$ cat src/rtl/rsz_pkg.sv
package rsz_pkg;
  function automatic int unsigned wmin1(input int unsigned n);
    return (n > 1) ? $clog2(n) : 1;
  endfunction
endpackage

$ cat src/rtl/rsz_timer.sv
module rsz_timer #(
  parameter int unsigned SAMPLE_CYC = 4,
  parameter int unsigned NUM_SMP    = 4
) (
  input  logic clk_i,
  input  logic rst_ni,
  output logic sample_o,
  output logic period_end_o
);
  localparam int unsigned SC_W = rsz_pkg::wmin1(SAMPLE_CYC);
  localparam int unsigned PC_W = rsz_pkg::wmin1(NUM_SMP);

  logic [SC_W-1:0] sc_q;
  logic [PC_W-1:0] pc_q;

  assign sample_o     = (sc_q == SC_W'(SAMPLE_CYC - 1));
  assign period_end_o = sample_o && (pc_q == PC_W'(NUM_SMP - 1));

  always_ff @(posedge clk_i or negedge rst_ni) begin
    if (!rst_ni) begin
      sc_q <= '0;
      pc_q <= '0;
    end else if (sample_o) begin
      sc_q <= '0;
      pc_q <= period_end_o ? '0 : pc_q + 1'b1;
    end else begin
      sc_q <= sc_q + 1'b1;
    end
  end
endmodule

$ cat src/rtl/rsz_sampler.sv
module rsz_sampler #(
  parameter int unsigned OCC_W   = 6,
  parameter int unsigned NUM_SMP = 4
) (
  input  logic             clk_i,
  input  logic             rst_ni,
  input  logic             sample_i,
  input  logic             period_end_i,
  input  logic [OCC_W-1:0] occ_i,
  output logic [OCC_W-1:0] avg_o
);
  localparam int unsigned SH    = $clog2(NUM_SMP);
  localparam int unsigned ACC_W = OCC_W + SH;

  logic [ACC_W-1:0] acc_q;
  logic [ACC_W-1:0] sum;

  assign sum   = acc_q + ACC_W'(occ_i);
  assign avg_o = OCC_W'(sum >> SH);

  always_ff @(posedge clk_i or negedge rst_ni) begin
    if (!rst_ni)           acc_q <= '0;
    else if (period_end_i) acc_q <= '0;
    else if (sample_i)     acc_q <= sum;
  end
endmodule

$ cat src/rtl/rsz_overflow.sv
module rsz_overflow #(
  parameter int unsigned OVF_LIMIT = 4
) (
  input  logic clk_i,
  input  logic rst_ni,
  input  logic block_i,
  input  logic period_end_i,
  input  logic grant_i,
  output logic req_o
);
  localparam int unsigned OW = $clog2(OVF_LIMIT + 2);

  logic [OW-1:0] cnt_q;

  // this stall is the one that pushes the count past the limit
  assign req_o = block_i && (cnt_q >= OW'(OVF_LIMIT));

  always_ff @(posedge clk_i or negedge rst_ni) begin
    if (!rst_ni)                                    cnt_q <= '0;
    else if (period_end_i || grant_i)               cnt_q <= '0;
    else if (block_i && cnt_q <= OW'(OVF_LIMIT))    cnt_q <= cnt_q + 1'b1;
  end
endmodule

$ cat src/rtl/resize_ctrl.sv
module resize_ctrl #(
  parameter int unsigned SAMPLE_CYC = 4,
  parameter int unsigned PERIOD_CYC = 16,
  parameter int unsigned OVF_LIMIT  = 4,
  parameter int unsigned PART_SIZE  = 8,
  parameter int unsigned NUM_PARTS  = 4,
  localparam int unsigned OCC_W  = $clog2(PART_SIZE * NUM_PARTS + 1),
  localparam int unsigned PCNT_W = $clog2(NUM_PARTS + 1)
) (
  input  logic              clk_i,
  input  logic              rst_ni,
  input  logic [OCC_W-1:0]  occ_i,
  input  logic              block_i,
  input  logic [PCNT_W-1:0] active_i,
  input  logic              busy_i,
  output logic              grow_o,
  output logic              shrink_o
);
  localparam int unsigned NUM_SMP = PERIOD_CYC / SAMPLE_CYC;
  localparam int unsigned NW      = OCC_W + 1;

  logic             sample, period_end;
  logic [OCC_W-1:0] avg;
  logic [NW-1:0]    need;
  logic             grow_req, grow_fire, shrink_fire;

  rsz_timer #(.SAMPLE_CYC(SAMPLE_CYC), .NUM_SMP(NUM_SMP)) u_timer (
    .clk_i, .rst_ni, .sample_o(sample), .period_end_o(period_end)
  );

  rsz_sampler #(.OCC_W(OCC_W), .NUM_SMP(NUM_SMP)) u_sampler (
    .clk_i, .rst_ni, .sample_i(sample), .period_end_i(period_end),
    .occ_i, .avg_o(avg)
  );

  rsz_overflow #(.OVF_LIMIT(OVF_LIMIT)) u_ovf (
    .clk_i, .rst_ni, .block_i, .period_end_i(period_end),
    .grant_i(grow_fire), .req_o(grow_req)
  );

  assign need = (NW'(avg) + NW'(PART_SIZE - 1)) / NW'(PART_SIZE);

  assign grow_fire = grow_req && !busy_i && (active_i < PCNT_W'(NUM_PARTS));

  assign shrink_fire = period_end && !busy_i && !grow_fire
                    && (active_i > PCNT_W'(1))
                    && (need < NW'(active_i));

  always_ff @(posedge clk_i or negedge rst_ni) begin
    if (!rst_ni) begin
      grow_o   <= 1'b0;
      shrink_o <= 1'b0;
    end else begin
      grow_o   <= grow_fire;
      shrink_o <= shrink_fire;
    end
  end
endmodule

$ cat config.mk
export PLATFORM = sky130hd
export DESIGN_NAME = resize_ctrl
export DESIGN_NICKNAME = d
export VERILOG_FILES = /design/src/rtl/rsz_pkg.sv /design/src/rtl/rsz_timer.sv /design/src/rtl/rsz_sampler.sv /design/src/rtl/rsz_overflow.sv /design/src/rtl/resize_ctrl.sv
export SDC_FILE = /design/constraint.sdc
export NUM_CORES = 1
export LEC_CHECK = 0
export ABC_AREA = 1
export BUFFER_PORTS_ARGS = -buffer_cell sky130_fd_sc_hd__buf_2
export CAP_MARGIN = 25
export CORE_ASPECT_RATIO = 0.7
export CORE_UTILIZATION = 41
export CTS_CLUSTER_SIZE = 14
export DETAILED_ROUTE_END_ITERATION = 6
export SLEW_MARGIN = 40
export SYNTH_ARGS = -nofsm -noshare
export SYNTH_HDL_FRONTEND = slang
export SYNTH_SLANG_ARGS = --single-unit
export TNS_END_PERCENT = 30
$ cat constraint.sdc
create_clock -name clk_i -period 2.2 [get_ports clk_i]
set_clock_uncertainty 0.05 [all_clocks]
set_input_delay 0.11 -clock clk_i [delete_from_list [all_inputs] [get_ports clk_i]]
set_output_delay 0.11 -clock clk_i [all_outputs]
set_load 0.02 [all_outputs]
# == After elaboration in Yosys (flattened, before gate mapping) ==
# Index checks and enable logic that the tools add are counted.
# word_totals
regBits,17
word_cells,38
out_inout_bits,2
inputBits,13
# classes
muxes,6
reduce_logical,14
addsub,5
order_cmp,5
n_eq_ne,2
# op_table
op,n
$mux W8,2
$logic_and A1 B1 Y1,9
$add A8 B6 Y8,1
$add A6 B3 Y7 const B,1
$mux W3,2
$add A2 B1 Y2 const B,2
$eq A2 B2 Y1 const B,2
$lt A4 B3 Y1,1
$mux W2,2
$reduce_bool A2 Y1,2
$add A3 B1 Y3 const B,1
$ge A3 B3 Y1 const B,1
$gt A3 B1 Y1 const B,1
$le A3 B3 Y1 const B,1
$lt A3 B3 Y1 const B,1
$logic_not A1 Y1,2
$logic_or A1 B1 Y1,1

# == Depth between registers and ports, before layout ==
# logic_depth
depth_word,8
mapped_depth,17
mapped_depth_nobuf,17

# == Hierarchy ==
# A second synthesis with hierarchy kept.
# unflattened
hier_cells,159
hier_area_um2,1231.2
# by_module_without_submodules
module,seq_area_each_um2,area_per_inst_um2,n_inst,cells_per_inst
rsz_sampler,200.2,629.4,1,81
resize_ctrl,50.0,214.0,1,31
rsz_overflow,75.1,207.7,1,29
rsz_timer,100.1,180.2,1,18

# == Worst setup path after synthesis ==
# Ideal clock, no wire load.
# synth_timing
path_kind,reg-to-reg
start,register u_sampler.acc_q[0]
end,register shrink_o
arrival_ps,2118
setup_slack_ps,-41
t_required_ps,2077
synth_period_minus_slack_ps,2241
setup_ps,73
n_path_buf,0
stages_incl_launch_ff,15
path_cell_list,dfrtp_1 > ha_1 > fa_1 > xnor2_1 > nand3_1 > nor2_2 > nor2_1 > nand2_1 > nand2_1 > nand2_1 > inv_1 > ha_1 > nor2_1 > nand3_1 > a21oi_2
# synth_between
elab_chain_len,4
# synth_lines
element,line_no,text
"start, declared",rsz_sampler.sv:15,logic [ACC_W-1:0] acc_q;
"start signal, assigned",rsz_sampler.sv:24,else if (sample_i) acc_q <= sum;
$add A8 B6 Y8,rsz_sampler.sv:18,assign sum = acc_q + ACC_W'(occ_i);
$add A6 B3 Y7,resize_ctrl.sv:41,assign need = (NW'(avg) + NW'(PART_SIZE - 1)) / NW'(PART_SIZE);
$lt A4 B3 Y1,resize_ctrl.sv:47,&& (need < NW'(active_i));
$logic_and A1 B1 Y1,resize_ctrl.sv:47,
via shrink_fire,resize_ctrl.sv:25,"logic grow_req, grow_fire, shrink_fire;"
"end signal, assigned",resize_ctrl.sv:55,shrink_o <= shrink_fire;
"end, declared",resize_ctrl.sv:17,output logic shrink_o
# The timed path passes the listed nets, and every way through them passes these cells.
# A chain may end at the register's enable or synchronous reset.

# == Worst setup path in the final report ==
# Same ends and word-level chain as after synthesis.

==> impl_metrics.tcl <==
set metrics [dict create \
    p_switching_uw 139 \
    ys_top_cells_by_count "nand2_1 (33), inv_1 (32), dfrtp_1 (17)" \
    cts_tree "built" \
    io_buffers 14 \
    synth.most_common_cell "nand2_1" \
    violations "negative setup slack" \
    switching_share 0.224 \
    diodes 0 \
    dr.pass1.iters 4 \
    crit_path_max_incr_delay_ns 0.40 \
    yosys_warnings 0 \
    stdcell_area_um2 1440 \
    grt_max_degree 18 \
    grt_pass1_wl_um 3910 \
    gp_congestion 0.877 \
    crit_slowest_cell "fa_2" \
    initial_core_util 0.453 \
    fin_hold_ws_ns 0.0207 \
    startpoint_type "flip-flop" \
    path_clk_slew_ns 0.06 \
    cp-end-kind "flip-flop" \
    yosys.cell_types.count 24 \
    clockPowerShare 0.361 \
    seq_power_share 0.511 \
    synth_top_cell_by_area "dfrtp_1" \
    synth_edf_count 0 \
    synth_flop_cell "dfrtp_1" \
    period_share 1.05 \
    p_per_area_nw_per_um2 429 \
    postPlaceCellArea_um2 1350 \
    placeableCoreArea_um2 2570 \
    holdCritPathClass "primary input to flip-flop" \
    p_int_uw 480 \
    cts_htree_levels 1 \
    final_max_slew_viol_count 0 \
    gr-total-overflow 0 \
    period_needed_ns 2.31 \
    critPathKind "flip-flop to flip-flop" \
    dieArea_um2 3060 \
    postRouteAntennaNets 0 \
    clock_sinks 17 \
    comb_power_share 0.128 \
    crit_path_frequent_cell "nand2_1" \
    post_cts_buffers 0 \
    clkLatencyLatePin_ns 0.25 \
    via_per_inst 4.84 \
    die_y_um 46.6 \
    setup_tns_ns -0.105 \
    synth_seq_cells 17 \
    n_fill_cell 239 \
    ys_top_cells_by_area "dfrtp_1 (37%), ha_1 (13%), nand2_1 (11%), inv_1 (10%), nand3_1 (6.5%)" \
    ir_worst_vdd_v 0.000424 \
    synthesis.nets 178 \
    final_util 0.560 \
    place_hpwl_um 1960 \
    antenna_found_initial 0 \
    cts_max_path_buffers 2 \
    setup_viol 1 \
    slew_headroom 0.752 \
    synth_top_area_frac 0.366 \
    hold_viol 0 \
    post_drt_wl_per_cell_um 10.8 \
    max_cap_viol_count 0 \
    required_ns 2.33 \
    nNetsFinal 208 \
    routed_wl_um 2320 \
    fmax_ghz 0.434 \
    worstPathMaxFanout 3 \
    cts-root-buf "clkbuf_8" \
    synthCells 152 \
    worst_pin_slew_ns 0.368 \
    grt_pass1_vias 932 \
    drcViolationCount 0 \
    syn_avg_cell_area_um2 7.66 \
    synth_area_um2 1160 \
    path_cells "ha_2 > fa_2 > nand3_2 > nand3_1 > nand2_1 > nand2_1 > inv_1 > nor2_2 > nor2_1 > nand2_1 > nand2_1 > inv_1 > ha_1 > nand2_1 > nand2_1 > a21oi_2" \
    setup_slack_ns -0.105 \
    grt_use_total 0.178 \
    drtIter0Drc 69 \
    cts_made_buffers 3 \
    power.leakage_nw 0.793 \
    status "finished, violations left" \
    vias 1041 \
    rows 15 \
    ys_async_sr_fraction 1.00 \
    die_w_um 65.7 \
    rsz0062_at_grt "true" \
    worstPathArrival_ns 2.44 \
    drive_gt1_frac 0.215 \
    pin_count 15 \
    seq_area_frac_synth 0.366 \
    syn_to_final_growth_pct 23.8 \
]
layout by cell type (no fill, tap or decap), types with 2 or more instances in the layout:
master and instances:
a21oi_1 7, a21oi_2 2, buf_2 14, buf_4 11, clkbuf_8 3, dfrtp_1 17
dlygate4sd3_1 2, ha_1 9, ha_2 2, inv_1 32, nand2_1 33, nand3_1 15
nand4_1 3, nor2_1 7, o21ai_0 5, o22ai_1 6
layer usage:
layer  vias to the layer above  GRT usage  share of wire
met5                         -          0              0
met4                         0     0.0609          0.019
met3                         6     0.0545          0.044
met2                        19      0.280           0.44
met1                       464      0.236           0.50
li1                        552          -              -
worst max-delay path: cells and delay by family, from the launching register on:
family | cells | cell delay, ns
AND/OR/NAND/NOR | 10 | 0.77
adder cells (fa/ha/maj) | 3 | 0.85
flip-flops | 1 | 0.38
AO/OA/AOI/OAI | 1 | 0.11
buffers and inverters | 2 | 0.10
flip-flops by register name (all words and copies together) (netlist names):
signal and count:
u_timer.pc_q 2, u_ovf.cnt_q 3, grow_o 1, u_sampler.acc_q 8, u_timer.sc_q 2, shrink_o 1
power groups by stage:
stage          Combinational, mW  Sequential (mW)  Clock, mW
2_1_floorplan             0.0406            0.322          0
3_3_place_gp              0.0718            0.322          0
3_5_place_dp              0.0747            0.322          0
4_1_cts                   0.0780            0.316      0.234
5_1_grt                   0.0908            0.316      0.242
6_report                  0.0792            0.316      0.223
worst paths after layout:
check,startpoint,cells after the start,to,slack [ns]
setup / recovery,u_sampler.acc_q[0],16,shrink_o,-0.11
min in group asynchronous,rst_ni,2,u_sampler.acc_q[6],0.25
hold reg to reg,u_timer.sc_q[0],1,u_timer.sc_q[0],0.37
hold / removal,busy_i,2,grow_o,0.02
max in group asynchronous,rst_ni,2,u_sampler.acc_q[0],1.57
setup reg to reg,u_sampler.acc_q[0],16,shrink_o,-0.11
layout make-up:
class,instances,area [µm²],area share
Timing Repair Buffer,27,173,0.120
Multi-Input combinational cell,101,634,0.440
Clock buffer,4,45.0,0.0313
Tap cell,34,42.5,0.0295
Sequential cell,17,425,0.295
Inverter,32,120,0.0834
per-stage QoR:
stage | cells | power (mW) | setup slack [ns]
floorplan | 152 | 0.362 | 0.0167
global placement | 209 | 0.393 | -0.0469
detailed placement | 209 | 0.396 | -0.139
CTS | 215 | 0.628 | -0.123
global route | 215 | 0.649 | -0.239
finish | 215 | 0.618 | -0.105
kinds of logic (layout without fill, tap and decap cells):
group	after synthesis	count (layout)	share of synthesized area
AO/OA/AOI/OAI	21	21	0.102
XOR/XNOR	2	2	0.0151
adder cells (fa/ha/maj)	13	13	0.146
buffers and inverters	34	63	0.116
flip-flops	17	17	0.366
multiplexers	1	1	0.00968
AND/OR/NAND/NOR	64	64	0.245
repair_timing:
| action | CTS | global route |
|---|---|---|
| pin swaps | 0 | 1 |
| resized for setup | 1 | 3 |
| setup endpoints to repair | 1 | 1 |
| hold endpoints to repair | 18 | 0 |
| hold buffers | 2 | 0 |
(Power assumes the default switching activity.)
